`config.mk`:
```
export PLATFORM = sky130hd
export DESIGN_NAME = i2c_flag_monitor
export DESIGN_NICKNAME = d
export VERILOG_FILES = /design/src/rtl/i2c_mon_pkg.sv /design/src/rtl/i2c_line_sync.sv /design/src/rtl/i2c_byte_track.sv /design/src/rtl/i2c_flag_regs.sv /design/src/rtl/i2c_flag_monitor.sv
export SDC_FILE = /design/constraint.sdc
export NUM_CORES = 1
export LEC_CHECK = 0
export BUFFER_PORTS_ARGS = -buffer_cell sky130_fd_sc_hd__buf_4
export CAP_MARGIN = 15
export CELL_PAD_IN_SITES_DETAIL_PLACEMENT = 0
export CELL_PAD_IN_SITES_GLOBAL_PLACEMENT = 1
export CORE_MARGIN = 2
export CORE_UTILIZATION = 43
export CTS_CLUSTER_DIAMETER = 60
export DETAILED_ROUTE_END_ITERATION = 7
export PLACE_DENSITY = 0.88
export SLEW_MARGIN = 20
export SYNTH_ARGS = -nofsm -noshare
export SYNTH_HDL_FRONTEND = slang
export SYNTH_SLANG_ARGS = --single-unit
```
`constraint.sdc`:
```
create_clock -name clk_i -period 3.58 [get_ports clk_i]
set_input_delay 0.716 -clock clk_i [delete_from_list [all_inputs] [get_ports clk_i]]
set_output_delay 0.716 -clock clk_i [all_outputs]
set_load 0.01 [all_outputs]
```
`src/rtl/i2c_mon_pkg.sv`:
```
package i2c_mon_pkg;
  localparam int unsigned ADDR_W = 7;
  localparam int unsigned BYTE_W = ADDR_W + 1;
  localparam int unsigned CNT_W  = $clog2(BYTE_W + 1);

  typedef struct packed {
    logic start;
    logic stop;
    logic scl_rise;
    logic sda;
  } bus_evt_t;
endpackage

```
`src/rtl/i2c_line_sync.sv`:
```
module i2c_line_sync
  import i2c_mon_pkg::*;
#(
  parameter int unsigned STAGES = 2
) (
  input  logic     clk_i,
  input  logic     rst_ni,
  input  logic     scl_i,
  input  logic     sda_i,
  output bus_evt_t evt_o
);
  // [1] = scl, [0] = sda; lines idle high
  logic [1:0] stg_q [STAGES];
  logic [1:0] prev_q;

  for (genvar g = 0; g < STAGES; g++) begin : g_stage
    if (g == 0) begin : g_first
      always_ff @(posedge clk_i or negedge rst_ni)
        if (!rst_ni) stg_q[g] <= 2'b11;
        else         stg_q[g] <= {scl_i, sda_i};
    end else begin : g_next
      always_ff @(posedge clk_i or negedge rst_ni)
        if (!rst_ni) stg_q[g] <= 2'b11;
        else         stg_q[g] <= stg_q[g-1];
    end
  end

  always_ff @(posedge clk_i or negedge rst_ni)
    if (!rst_ni) prev_q <= 2'b11;
    else         prev_q <= stg_q[STAGES-1];

  logic scl_s, sda_s;
  assign scl_s = stg_q[STAGES-1][1];
  assign sda_s = stg_q[STAGES-1][0];

  assign evt_o.sda      = sda_s;
  assign evt_o.scl_rise = scl_s & ~prev_q[1];
  assign evt_o.start    = scl_s & prev_q[1] & prev_q[0] & ~sda_s;
  assign evt_o.stop     = scl_s & prev_q[1] & ~prev_q[0] & sda_s;


  start_stop_excl_chk: assert property (@(posedge clk_i) disable iff (!rst_ni)
    !(evt_o.start && evt_o.stop));
endmodule

```
`src/rtl/i2c_byte_track.sv`:
```
module i2c_byte_track
  import i2c_mon_pkg::*;
(
  input  logic              clk_i,
  input  logic              rst_ni,
  input  bus_evt_t          evt_i,
  output logic              byte_done_o,
  output logic              first_byte_o,
  output logic [BYTE_W-1:0] rx_byte_o
);
  logic [CNT_W-1:0]  cnt_q;
  logic [BYTE_W-1:0] sh_q;
  logic              first_q;

  assign byte_done_o  = evt_i.scl_rise && (cnt_q == CNT_W'(BYTE_W - 1));
  assign rx_byte_o    = {sh_q[BYTE_W-2:0], evt_i.sda};
  assign first_byte_o = first_q;

  always_ff @(posedge clk_i or negedge rst_ni) begin
    if (!rst_ni) begin
      cnt_q   <= '0;
      sh_q    <= '0;
      first_q <= 1'b0;
    end else if (evt_i.start) begin
      cnt_q   <= '0;
      first_q <= 1'b1;
    end else if (evt_i.stop) begin
      cnt_q   <= '0;
      first_q <= 1'b0;
    end else if (evt_i.scl_rise) begin
      // 9th edge is the acknowledge slot
      if (cnt_q == CNT_W'(BYTE_W)) cnt_q <= '0;
      else                          cnt_q <= cnt_q + 1'b1;
      if (cnt_q < CNT_W'(BYTE_W))  sh_q  <= rx_byte_o;
      if (byte_done_o)              first_q <= 1'b0;
    end
  end


  bit_cnt_range_chk: assert property (@(posedge clk_i) disable iff (!rst_ni)
    cnt_q <= CNT_W'(BYTE_W));

  first_drop_chk: assert property (@(posedge clk_i) disable iff (!rst_ni)
    (byte_done_o && !evt_i.start) |=> !first_q);
endmodule

```
`src/rtl/i2c_flag_regs.sv`:
```
module i2c_flag_regs
  import i2c_mon_pkg::*;
(
  input  logic              clk_i,
  input  logic              rst_ni,
  input  bus_evt_t          evt_i,
  input  logic              byte_done_i,
  input  logic              first_byte_i,
  input  logic [BYTE_W-1:0] rx_byte_i,
  input  logic [ADDR_W-1:0] slave_addr_i,
  input  logic              free_fmt_i,
  input  logic              mode_mst_i,
  input  logic              mode_trx_i,
  input  logic              sda_drv_i,
  input  logic              buf_rd_i,
  input  logic              buf_wr_i,
  input  logic              ctl_wr_i,
  output logic              addr_hit_o,
  output logic              gen_call_o,
  output logic              last_bit_o,
  output logic              arb_lost_o,
  output logic              mode_mst_o,
  output logic              mode_trx_o,
  output logic              clk_stop_o
);
  logic addr_q, gc_q, lb_q, al_q, demote_q, stop_q;
  logic slave_byte, zero_byte, addr_eq, addr_set, gc_set, arb_evt, buf_acc;

  assign mode_mst_o = mode_mst_i & ~demote_q;
  assign mode_trx_o = mode_trx_i & ~demote_q;

  assign slave_byte = byte_done_i & first_byte_i & ~mode_mst_o;
  assign zero_byte  = (rx_byte_i == '0);
  assign addr_eq    = (rx_byte_i[BYTE_W-1:1] == slave_addr_i);
  assign addr_set   = slave_byte & (free_fmt_i | addr_eq | zero_byte);
  assign gc_set     = slave_byte & zero_byte;
  assign arb_evt    = mode_mst_o & mode_trx_o & sda_drv_i & evt_i.scl_rise & ~evt_i.sda;
  assign buf_acc    = buf_rd_i | buf_wr_i;

  // set wins over clear throughout
  always_ff @(posedge clk_i or negedge rst_ni) begin
    if (!rst_ni) begin
      addr_q   <= 1'b0;
      gc_q     <= 1'b0;
      lb_q     <= 1'b0;
      al_q     <= 1'b0;
      demote_q <= 1'b0;
      stop_q   <= 1'b0;
    end else begin
      if (addr_set)                          addr_q <= 1'b1;
      else if (buf_acc)                      addr_q <= 1'b0;

      if (gc_set)                            gc_q <= 1'b1;
      else if (evt_i.start || evt_i.stop)    gc_q <= 1'b0;

      if (evt_i.scl_rise)                    lb_q <= evt_i.sda;

      if (arb_evt)                           al_q <= 1'b1;
      else if (buf_acc || ctl_wr_i)          al_q <= 1'b0;

      if (arb_evt)                           demote_q <= 1'b1;
      else if (ctl_wr_i)                     demote_q <= 1'b0;

      if (arb_evt)                           stop_q <= 1'b1;
      else if (evt_i.stop)                   stop_q <= 1'b0;
    end
  end

  assign addr_hit_o = addr_q;
  assign gen_call_o = gc_q;
  assign last_bit_o = lb_q;
  assign arb_lost_o = al_q;
  assign clk_stop_o = stop_q;


  addr_only_on_byte_chk: assert property (@(posedge clk_i) disable iff (!rst_ni)
    (!byte_done_i && !addr_q) |=> !addr_q);

  addr_clear_chk: assert property (@(posedge clk_i) disable iff (!rst_ni)
    (buf_acc && !byte_done_i) |=> !addr_q);

  gc_clear_chk: assert property (@(posedge clk_i) disable iff (!rst_ni)
    (evt_i.start || evt_i.stop) |=> !gc_q);

  last_bit_chk: assert property (@(posedge clk_i) disable iff (!rst_ni)
    evt_i.scl_rise |=> (lb_q == $past(evt_i.sda)));

  arb_demote_chk: assert property (@(posedge clk_i) disable iff (!rst_ni)
    arb_evt |=> (al_q && !mode_mst_o && !mode_trx_o && stop_q));

  arb_clear_chk: assert property (@(posedge clk_i) disable iff (!rst_ni)
    (!arb_evt && (buf_acc || ctl_wr_i)) |=> !al_q);
endmodule

```
`src/rtl/i2c_flag_monitor.sv`:
```
module i2c_flag_monitor
  import i2c_mon_pkg::*;
#(
  parameter int unsigned SYNC_STAGES = 2
) (
  input  logic              clk_i,
  input  logic              rst_ni,
  input  logic              scl_i,
  input  logic              sda_i,
  input  logic              sda_drv_i,
  input  logic [ADDR_W-1:0] slave_addr_i,
  input  logic              free_fmt_i,
  input  logic              mode_mst_i,
  input  logic              mode_trx_i,
  input  logic              buf_rd_i,
  input  logic              buf_wr_i,
  input  logic              ctl_wr_i,
  output logic              addr_hit_o,
  output logic              gen_call_o,
  output logic              last_bit_o,
  output logic              arb_lost_o,
  output logic              mode_mst_o,
  output logic              mode_trx_o,
  output logic              clk_stop_o
);
  bus_evt_t          evt;
  logic              byte_done, first_byte;
  logic [BYTE_W-1:0] rx_byte;

  i2c_line_sync #(.STAGES(SYNC_STAGES)) u_sync (
    .clk_i, .rst_ni, .scl_i, .sda_i, .evt_o(evt)
  );

  i2c_byte_track u_track (
    .clk_i, .rst_ni, .evt_i(evt),
    .byte_done_o(byte_done), .first_byte_o(first_byte), .rx_byte_o(rx_byte)
  );

  i2c_flag_regs u_flags (
    .clk_i, .rst_ni, .evt_i(evt),
    .byte_done_i(byte_done), .first_byte_i(first_byte), .rx_byte_i(rx_byte),
    .slave_addr_i, .free_fmt_i, .mode_mst_i, .mode_trx_i, .sda_drv_i,
    .buf_rd_i, .buf_wr_i, .ctl_wr_i,
    .addr_hit_o, .gen_call_o, .last_bit_o, .arb_lost_o,
    .mode_mst_o, .mode_trx_o, .clk_stop_o
  );


  clk_stop_hold_chk: assert property (@(posedge clk_i) disable iff (!rst_ni)
    (clk_stop_o && !evt.stop) |=> clk_stop_o);
endmodule

```
==> impl_metrics.yaml, run 1 <==
worst_setup_path:
  critPathRequiredTime_ps: 2860
  rr_endpoint: "u_flags.addr_hit_o"
  start_kind: "input port"
  path_class: "in -> out"
  cp_data_arrival_time_ps: 1120
  crit_start: "mode_mst_i"
  worst_setup_path_end_kind: "output port"
  worstRegToRegCells: 4
  regToRegStartpoint: "u_sync.scl_s"
  endpoint: "mode_mst_o"
  cp_max_fo: 3
  rrSetupSlack_ps: 1770
sta:
  fin_skew_ps: 6.43
  worst_pin_slew_ps: 446
  finalHoldViolCount: 0
  period_share_pct: 51.3
  fin_crit_ps: 1840
  setup_viol: 0
  max_slew_margin_pct: 70.2
  rsz0062_at_grt: "false"
  drv_slew: 0
  finalSetupTns_ps: 0
  setup_ws_ps: 1740
  max_freq_mhz: 544
synth:
  yosys-top-cells-count: "18 x dfrtp_1, 8 x mux2_2, 8 x nand2_1"
  yosys_warnings: 0
  synth.area.top_cells: "dfrtp_1 41%, dfstp_2 14%, mux2_2 8.2%"
  ys_ff_latch: 24
  synth_top_area_share_pct: 41.2
  async_reset_ff_share_pct: 100
  synth_top_area_cell: "dfrtp_1"
  synthCells: 95
  syn_area_sq_um: 1090
  seq_area_frac_synth_pct: 55.6
  synth_ff_type: "dfrtp_1"
  synthMostInstantiatedCell: "dfrtp_1"
  avgSynthCellArea_sq_um: 11.5
  synth_edf_count: 0
  synth.net_count: 115
  synthDistinctLibCells: 28
run_status:
  status: "complete, no violations"
drt:
  ant_nets: 0
  viasPerCell: 5.13
  wl_met2_microns: 934
  drtIter0Drc: 5
  routedWlPerCell_microns: 13.0
  met3WireLength_microns: 110
  drt-met1-wl_microns: 896
  dr_total_vias: 779
  post-route-drc-count: 0
  wl_microns: 1970
  dr.pass1.iters: 4
  top_layer: "met4"
floorplanning:
  die_x_microns: 54.4
  pin_count: 25
  rows: 18
  start_util_pct: 45.0
  core-area_sq_um: 2430
  die-area_sq_um: 2960
  die_h_microns: 54.4
finish:
  antenna_cells: 0
  syn_to_final_growth_pct: 24.4
  drive_gt1_share_pct: 36.9
  nNetsFinal: 143
clock_tree:
  postCtsSetupBuffers: 0
  cts_tree: "built"
  cts_buffer_depth: 2
  cts_made_buffers: 3
  hold_buffers: 0
  h-tree-depth: 1
  ctsResizeCount: 0
  clock_sinks: 24
  cts-root-buf: "clkbuf_4"
  clkTransAtPathRegs_ps: 130
  worstSkewPairLatency_ps: 310
global_routing:
  antenna_found_initial: 0
  track_usage_pct: 15.4
  overflow: 0
  grt_pass1_vias: 744
  grt_max_degree: 25
  grt_pass1_wl_microns: 3190
placement:
  pre_cts_ws_ps: 1740
  place.gp.congestion: 0.746
  place.detailed.hpwl_microns: 1510
  port_buffers: 24
power:
  pwr_density_cell_nw_per_um2: 546
  power_w: 0.000743
  leakage_nw: 0.603
  peakVddDrop_v: 0.000288
worst_hold_path:
  worstHoldPathType: "in -> async"
job:
  cap_violations: 0
layer usage:
| layer | up-vias | track usage [%] |
|---|---|---|
| met5 | - | 0 |
| met4 | 0 | 7.50 |
| met3 | 2 | 3.28 |
| met2 | 20 | 25.3 |
| met1 | 373 | 19.3 |
| li1 | 384 | - |
metrics by stage:
stage               area, sq um  util (%)  std cells  hold slack (ps)
finish                     1360      55.9        152              264
global route               1360      55.9        152              270
CTS                        1360      55.9        152              270
detailed placement         1310      53.8        148              348
global placement           1310      53.8        148              345
floorplan                  1090         -         95              345
worst max-delay path, stage by stage:
cell	delay [ps]
buf_4	70
nor2b_1	180
buf_4	150
cells by family (layout without fill, tap and decap cells):
| logic type | count (synthesis) | count (layout) | share of synthesized area [%] |
|---|---|---|---|
| fa+ha+maj | 2 | 2 | 2.29 |
| mux | 10 | 10 | 10.1 |
| simple gates | 31 | 31 | 16.1 |
| xor+xnor | 8 | 8 | 6.41 |
| buf+inv | 5 | 32 | 1.72 |
| flops | 24 | 24 | 55.6 |
| compound gates | 15 | 15 | 7.78 |
cells in the final DEF, fill, tap and decap left out, drive strengths merged, types with 2 or more instances in the layout:
master	synthesis	routed
buf	0	24
xnor2	4	4
nand2	8	8
mux2	8	8
nor2	7	7
nand2b	2	2
inv	4	4
o21ai	8	8
nor4	3	3
clkbuf	1	3
a32oi	2	2
dfstp	6	6
mux2i	2	2
dfrtp	18	18
xor2	4	4
ha	2	2
a21oi	4	4
nor3b	2	2
nor2b	2	2
nand3	2	2
sequential cells by signal, indices dropped and copies added, names as in the netlist, 2 cells and up:
name	cells
u_track.sh_q	7
u_track.cnt_q	4
u_sync.prev_q	2
u_sync.stg_q	2
where the power goes:
| part | switching [W] | internal, W |
|---|---|---|
| Sequential | 0.0000624 | 0.000328 |
| Clock | 0.0000812 | 0.000113 |
| Combinational | 0.0000643 | 0.0000936 |
how the worst min path moves through the flow:
stage	from	end	depth (start not counted)	slack, ps
floorplan	u_sync.stg_q[2]	u_sync.evt_o[0]	0	350
global placement	u_sync.stg_q[3]	u_sync.scl_s	0	350
detailed placement	u_sync.stg_q[2]	u_sync.evt_o[0]	0	350
CTS	rst_ni	u_flags.clk_stop_o	1	270
global route	rst_ni	u_flags.clk_stop_o	1	270
finish	rst_ni	u_flags.clk_stop_o	1	260
area by class of cell:
type | count | area [sq um]
fillers | 221 | 1070
inverters | 4 | 15.0
clock buffers | 3 | 22.5
well taps | 30 | 37.5
clock inverters | 1 | 30.0
multi-input cells | 66 | 467
flip-flops and latches | 24 | 608
repair buffers | 24 | 180
No activity file was read; power rests on OpenSTA's default activity.
==> run 2, diff against run 1 <==
--- a/config.mk
+++ b/config.mk
@@ -10,10 +10,10 @@
 export CELL_PAD_IN_SITES_DETAIL_PLACEMENT = 0
 export CELL_PAD_IN_SITES_GLOBAL_PLACEMENT = 1
 export CORE_MARGIN = 2
-export CORE_UTILIZATION = 43
+export CORE_UTILIZATION = 40
 export CTS_CLUSTER_DIAMETER = 60
 export DETAILED_ROUTE_END_ITERATION = 7
-export PLACE_DENSITY = 0.88
+export PLACE_DENSITY = 0.83
 export SLEW_MARGIN = 20
 export SYNTH_ARGS = -nofsm -noshare
 export SYNTH_HDL_FRONTEND = slang
==> constraint.sdc (replaced) <==
create_clock -name clk_i -period 1.8 [get_ports clk_i]
set_input_delay 0.36 -clock clk_i [delete_from_list [all_inputs] [get_ports clk_i]]
set_output_delay 0.36 -clock clk_i [all_outputs]
set_load 0.01 [all_outputs]
==> impl_metrics.yaml, run 2 (synthesis results as in run 1) <==
drt:
  post-route-drc-count: 0
  wl_microns: 2020
  dr.pass1.iters: 4
  viasPerCell: 5.15
  ant_nets: 0
  routedWlPerCell_microns: 13.1
  dr_total_vias: 793
  drtIter0Drc: 19
sta:
  period_share_pct: 86.1
  finalHoldViolCount: 0
  rsz0062_at_grt: "false"
  drv_slew: 0
  finalSetupTns_ps: 0
  max_freq_mhz: 646
  fin_skew_ps: 14.0
  fin_crit_ps: 1550
  max_slew_margin_pct: 76.7
  setup_viol: 0
  worst_pin_slew_ps: 349
worst_setup_path:
  start_kind: "register"
  worstRegToRegCells: 4
  cp_cell_sequence: "nor3b_4 -> nand3_2 -> or3b_1 -> a32oi_1"
  worstSetupPathDepth: 4
  cp_data_arrival_time_ps: 1780
  cp_max_fo: 5
  path_class: "reg -> reg"
  critical-path-slowest-cell: "dfstp_2"
  rrSetupSlack_ps: 250
  rr_endpoint: "u_flags.addr_hit_o"
  critical_path.n_buffers_inverters: 0
  critical_path.max_stage_delay_ps: 590
  crit_start: "u_sync.scl_s"
  critPathRequiredTime_ps: 2030
  worst_setup_path_end_kind: "register"
  regToRegStartpoint: "u_sync.scl_s"
  cpLargestDelayFamily: "simple AND/OR/NAND/NOR gates"
  endpoint: "u_flags.addr_hit_o"
clock_tree:
  cts_buffer_depth: 2
  worstSkewPairLatency_ps: 310
  h-tree-depth: 1
  clock_sinks: 24
  cts_made_buffers: 3
  cts_tree: "built"
  cts-root-buf: "clkbuf_4"
  postCtsSetupBuffers: 0
  clkTransAtPathRegs_ps: 140
power:
  power.share.clock_pct: 25.9
  switching_power_w: 0.000406
  leakage_nw: 0.612
  pwr_density_cell_nw_per_um2: 1070
  p_int_w: 0.00107
  p_comb_share_pct: 21.3
  power_w: 0.00147
  peakVddDrop_v: 0.000673
  p_seq_share_pct: 52.7
  p_sw_share_pct: 27.6
placement:
  place.detailed.hpwl_microns: 1560
  place.gp.congestion: 0.770
  port_buffers: 24
finish:
  nNetsFinal: 145
  fillerInstances: 228
  final_common_cell: "buf_4"
  syn_to_final_growth_pct: 26.0
  reg.largest.list: "u_track.sh_q x7, u_track.cnt_q x4"
  largest_reg_flops: 7
  finish.utilization_pct: 54.1
  drive_gt1_share_pct: 37.1
  ff_latch_area_sq_um: 608
  multi_input_area_sq_um: 467
  top_register: "u_track.sh_q"
  final_cell_mix: "25 x buf_4, 18 x dfrtp_1, 8 x nand2_1, 8 x mux2_2"
  antenna_cells: 0
worst_hold_path:
  worstHoldPathType: "in -> reg"
  hp-start: "sda_i"
job:
  cap_violations: 0
floorplanning:
  rows: 18
  die_x_microns: 56.3
  core-area_sq_um: 2540
  start_util_pct: 43.0
  pin_count: 25
  die-area_sq_um: 3170
  die_h_microns: 56.3
global_routing:
  grt_pass1_wl_microns: 3430
  overflow: 0
  track_usage_pct: 14.0
  antenna_found_initial: 0
  grt_pass1_vias: 794
  grt_max_degree: 25
run_status:
  status: "complete, no violations"
[run 2: cell types whose count changed in the layout (fill, tap and decap cells not counted)]
| cell | before | now |
|---|---|---|
| dlygate4sd3_1 | 0 | 1 |
| buf_4 | 24 | 25 |
[run 2: layout make-up]
type | instances | area share (%)
Multi-Input combinational cell | 66 | 33.9
Sequential cell | 24 | 44.1
Clock buffer | 3 | 1.63
Tap cell | 30 | 2.72
Timing Repair Buffer | 26 | 14.4
Inverter | 4 | 1.09
Clock inverter | 1 | 2.18
[run 2: metal layers]
| metal | vias to the layer above | track usage [%] | share of wire [%] |
|---|---|---|---|
| li1 | 388 | - | - |
| met1 | 383 | 17.5 | 48 |
| met2 | 20 | 22.5 | 46 |
| met3 | 2 | 4.61 | 5.2 |
| met4 | 0 | 5.10 | 0.74 |
| met5 | - | 0 | 0 |
[run 2: worst reg2reg max path: stages (launching register included)]
cell and delay, ps:
dfstp_2 590, nor3b_4 220, nand3_2 120, or3b_1 380
a32oi_1 150
[run 2: worst min-delay path by stage]
stage	slack, ps	endpoint	cells past startpoint
floorplan	60	u_flags.addr_hit_o	0
global placement	270	u_flags.arb_lost_o	1
detailed placement	270	u_flags.arb_lost_o	1
CTS	120	u_sync.stg_q[2]	1
global route	90	u_sync.stg_q[2]	1
finish	130	u_sync.stg_q[2]	1
[run 2: through the flow]
step / area, sq um / worst slack [ps] / hold slack [ps] / std cells
floorplan: 1090 / 207 / 64.4 / 95
global placement: 1320 / 354 / 271 / 149
detailed placement: 1320 / 305 / 273 / 149
CTS: 1380 / 261 / 124 / 154
global route: 1380 / 115 / 90.3 / 154
finish: 1380 / 251 / 134 / 154
[run 2: what timing repair did]
action	4_1_cts	5_1_grt
setup endpoints to repair	0	0
hold endpoints to repair	18	0
hold buffers	1	0
resized for setup	0	0
[run 2: power by group through the flow]
stage,sequential (W),combinational (W),clock (W)
after CTS,0.000778,0.000321,0.000393
after detailed placement,0.000788,0.000319,0
final,0.000777,0.000314,0.000382
after global placement,0.000782,0.000303,0
after global routing,0.000794,0.000355,0.000420
after floorplan,0.000759,0.000222,0
==> run 3, diff against run 2 <==
--- a/config.mk
+++ b/config.mk
@@ -5,15 +5,16 @@
 export SDC_FILE = /design/constraint.sdc
 export NUM_CORES = 1
 export LEC_CHECK = 0
+export ABC_AREA = 1
 export BUFFER_PORTS_ARGS = -buffer_cell sky130_fd_sc_hd__buf_4
 export CAP_MARGIN = 15
 export CELL_PAD_IN_SITES_DETAIL_PLACEMENT = 0
 export CELL_PAD_IN_SITES_GLOBAL_PLACEMENT = 1
 export CORE_MARGIN = 2
-export CORE_UTILIZATION = 40
+export CORE_UTILIZATION = 39
 export CTS_CLUSTER_DIAMETER = 60
 export DETAILED_ROUTE_END_ITERATION = 7
-export PLACE_DENSITY = 0.83
+export PLACE_DENSITY = 0.84
 export SLEW_MARGIN = 20
 export SYNTH_ARGS = -nofsm -noshare
 export SYNTH_HDL_FRONTEND = slang
==> impl_metrics.yaml, run 3 <==
clock_tree:
  worstSkewPairLatency_ps: 310
  ctsResizeCount: 0
  postCtsSetupBuffers: 0
  clock_sinks: 24
  cts_buffer_depth: 2
  h-tree-depth: 1
  cts-root-buf: "clkbuf_4"
  clkTransAtPathRegs_ps: 110
  hold_buffers: 1
  cts_made_buffers: 3
  cts_tree: "built"
sta:
  max_freq_mhz: 663
  setup_viol: 0
  drv_slew: 0
  rsz0062_at_grt: "false"
  max_slew_margin_pct: 76.6
  finalHoldViolCount: 0
  finalSetupTns_ps: 0
  setup_ws_ps: 292
  period_share_pct: 83.8
  worst_pin_slew_ps: 350
  fin_crit_ps: 1510
  fin_skew_ps: 6.34
global_routing:
  grt_pass1_vias: 921
  grt_pass1_wl_microns: 3780
  track_usage_pct: 14.8
  antenna_found_initial: 0
  grt_max_degree: 25
  overflow: 0
floorplanning:
  die_x_microns: 58.7
  die_h_microns: 58.7
  core-area_sq_um: 2810
  die-area_sq_um: 3440
  rows: 19
  pin_count: 25
  start_util_pct: 41.6
synth:
  synthDistinctLibCells: 22
  ys_ff_latch: 24
  synth_top_family_by_area: "simple AND/OR/NAND/NOR gates"
  synth-simple-area-share_pct: 28.2
  seq_area_frac_synth_pct: 52.1
  yosys_warnings: 0
  synth.net_count: 157
  synthCells: 137
  synth_top_area_share_pct: 38.6
  yosys-top-cells-count: "37 x nand2_1, 18 x dfrtp_1, 17 x inv_1"
  synth_ff_type: "dfrtp_1"
  syn_area_sq_um: 1170
  synth_top_area_cell: "dfrtp_1"
  synth.area.top_cells: "dfrtp_1 39%, dfstp_2 14%, nand2_1 12%"
  synth_xor_area_share_pct: 1.50
  synth_compound_area_share_pct: 7.94
  synth_edf_count: 0
  async_reset_ff_share_pct: 100
  synthMostInstantiatedCell: "nand2_1"
  avgSynthCellArea_sq_um: 8.51
  synthAdderAreaFrac_pct: 2.15
  synthMuxAreaShare_pct: 0
worst_setup_path:
  cp_data_arrival_time_ps: 1150
  start_kind: "register"
  worst_setup_path_end_kind: "output port"
  critPathRequiredTime_ps: 1440
  cpLargestDelayFamily: "flip-flops"
  cp_max_fo: 3
  path_class: "reg -> out"
  critical_path.n_buffers_inverters: 1
  critical_path.max_stage_delay_ps: 420
  cp_cell_sequence: "nor2_1 -> buf_4"
  critical-path-slowest-cell: "dfrtp_1"
drt:
  ant_nets: 0
  routedWlPerCell_microns: 11.1
  dr.pass1.iters: 6
  wl_microns: 2160
  drtIter0Drc: 27
  viasPerCell: 4.72
  post-route-drc-count: 1
  dr_total_vias: 920
finish:
  nNetsFinal: 186
  final_common_cell: "nand2_1"
  final_cell_mix: "37 x nand2_1, 24 x buf_4, 18 x dfrtp_1"
  reg.largest.list: "u_track.sh_q x7, u_track.cnt_q x4"
  fin_area_sq_um: 1410
  drive_gt1_share_pct: 31.7
  fillerInstances: 283
  top_register: "u_track.sh_q"
  syn_to_final_growth_pct: 20.9
  antenna_cells: 0
  fin_cells: 195
  largest_reg_flops: 7
power:
  peakVddDrop_v: 0.000578
  pwr_density_cell_nw_per_um2: 1050
  leakage_nw: 0.728
placement:
  dp_cells: 191
  place.detailed.hpwl_microns: 1730
  pre_cts_ws_ps: 454
  placed_cell_area_sq_um: 1380
  port_buffers: 24
  place.gp.congestion: 0.773
run_status:
  violations: "design-rule violations"
  status: "finished, violations left"
job:
  cap_violations: 0
worst_hold_path:
  worstHoldPathType: "in -> reg"
-- run 3: cell types whose count changed in the layout (fill, tap and decap cells not counted), moves of 4 or more --
cell     change
nand2_1     +29
nand2_2      +4
nor2_1       +4
o21ai_1      +9
inv_1       +13
nand3_1      +6
a21oi_1      -4
mux2_2       -8
inv_2        +6
-- run 3: final cells by class --
type	count	area (sq um)	area share, %
multi-input combinational	89	464	32.9
clock buffer	3	22.5	1.60
tap	31	38.8	2.75
sequential	24	608	43.1
inverter	23	86.3	6.12
timing repair buffer	25	190	13.5
-- run 3: worst reg2reg max path, delay by kind of cell (launching register included) --
kind | cells | cell delay, ps
AND/OR/NAND/NOR | 5 | 710
flip-flops | 1 | 570
buffers and inverters | 1 | 50
-- run 3: kinds of logic (layout without fill, tap and decap cells) --
logic type / Yosys count / after routing
compound gates: 17 / 17
flops: 24 / 24
buf+inv: 24 / 51
fa+ha+maj: 2 / 2
simple gates: 68 / 68
xor+xnor: 2 / 2
-- run 3: final timing paths --
path	from	end	slack, ps	cells past startpoint
hold / removal	sda_i	u_sync.stg_q[2]	140	1
setup / recovery	u_flags.demote_q	mode_mst_o	290	2
setup reg to reg	u_sync.scl_s	u_flags.gen_call_o	430	6
hold reg to reg	u_sync.stg_q[3]	u_sync.scl_s	360	0
max in group asynchronous	rst_ni	u_sync.stg_q[3]	1050	2
min in group asynchronous	rst_ni	u_track.sh_q[1]	460	2
-- run 3: metrics by stage --
step	util [%]	total power (W)	hold slack (ps)
final	50.3	0.00148	145
after global routing	50.3	0.00161	109
after CTS	50.3	0.00150	132
after detailed placement	49.1	0.00127	275
after global placement	49.1	0.00125	273
after floorplan	-	0.00112	64.4
-- run 3: report_power, final --
group / internal [W] / switching (W) / total (W)
sequential: 0.000672 / 0.000104 / 0.000776
clock: 0.0000783 / 0.000150 / 0.000229
combinational: 0.000204 / 0.000270 / 0.000474
-- run 3: metal layers --
metal  up-vias  wire, microns  global-route usage, %
met5         -              0                      0
met4         0             33                   6.82
met3         5             67                   4.62
met2        10           1110                   24.4
met1       423            945                   17.7
li1        482              -                      -
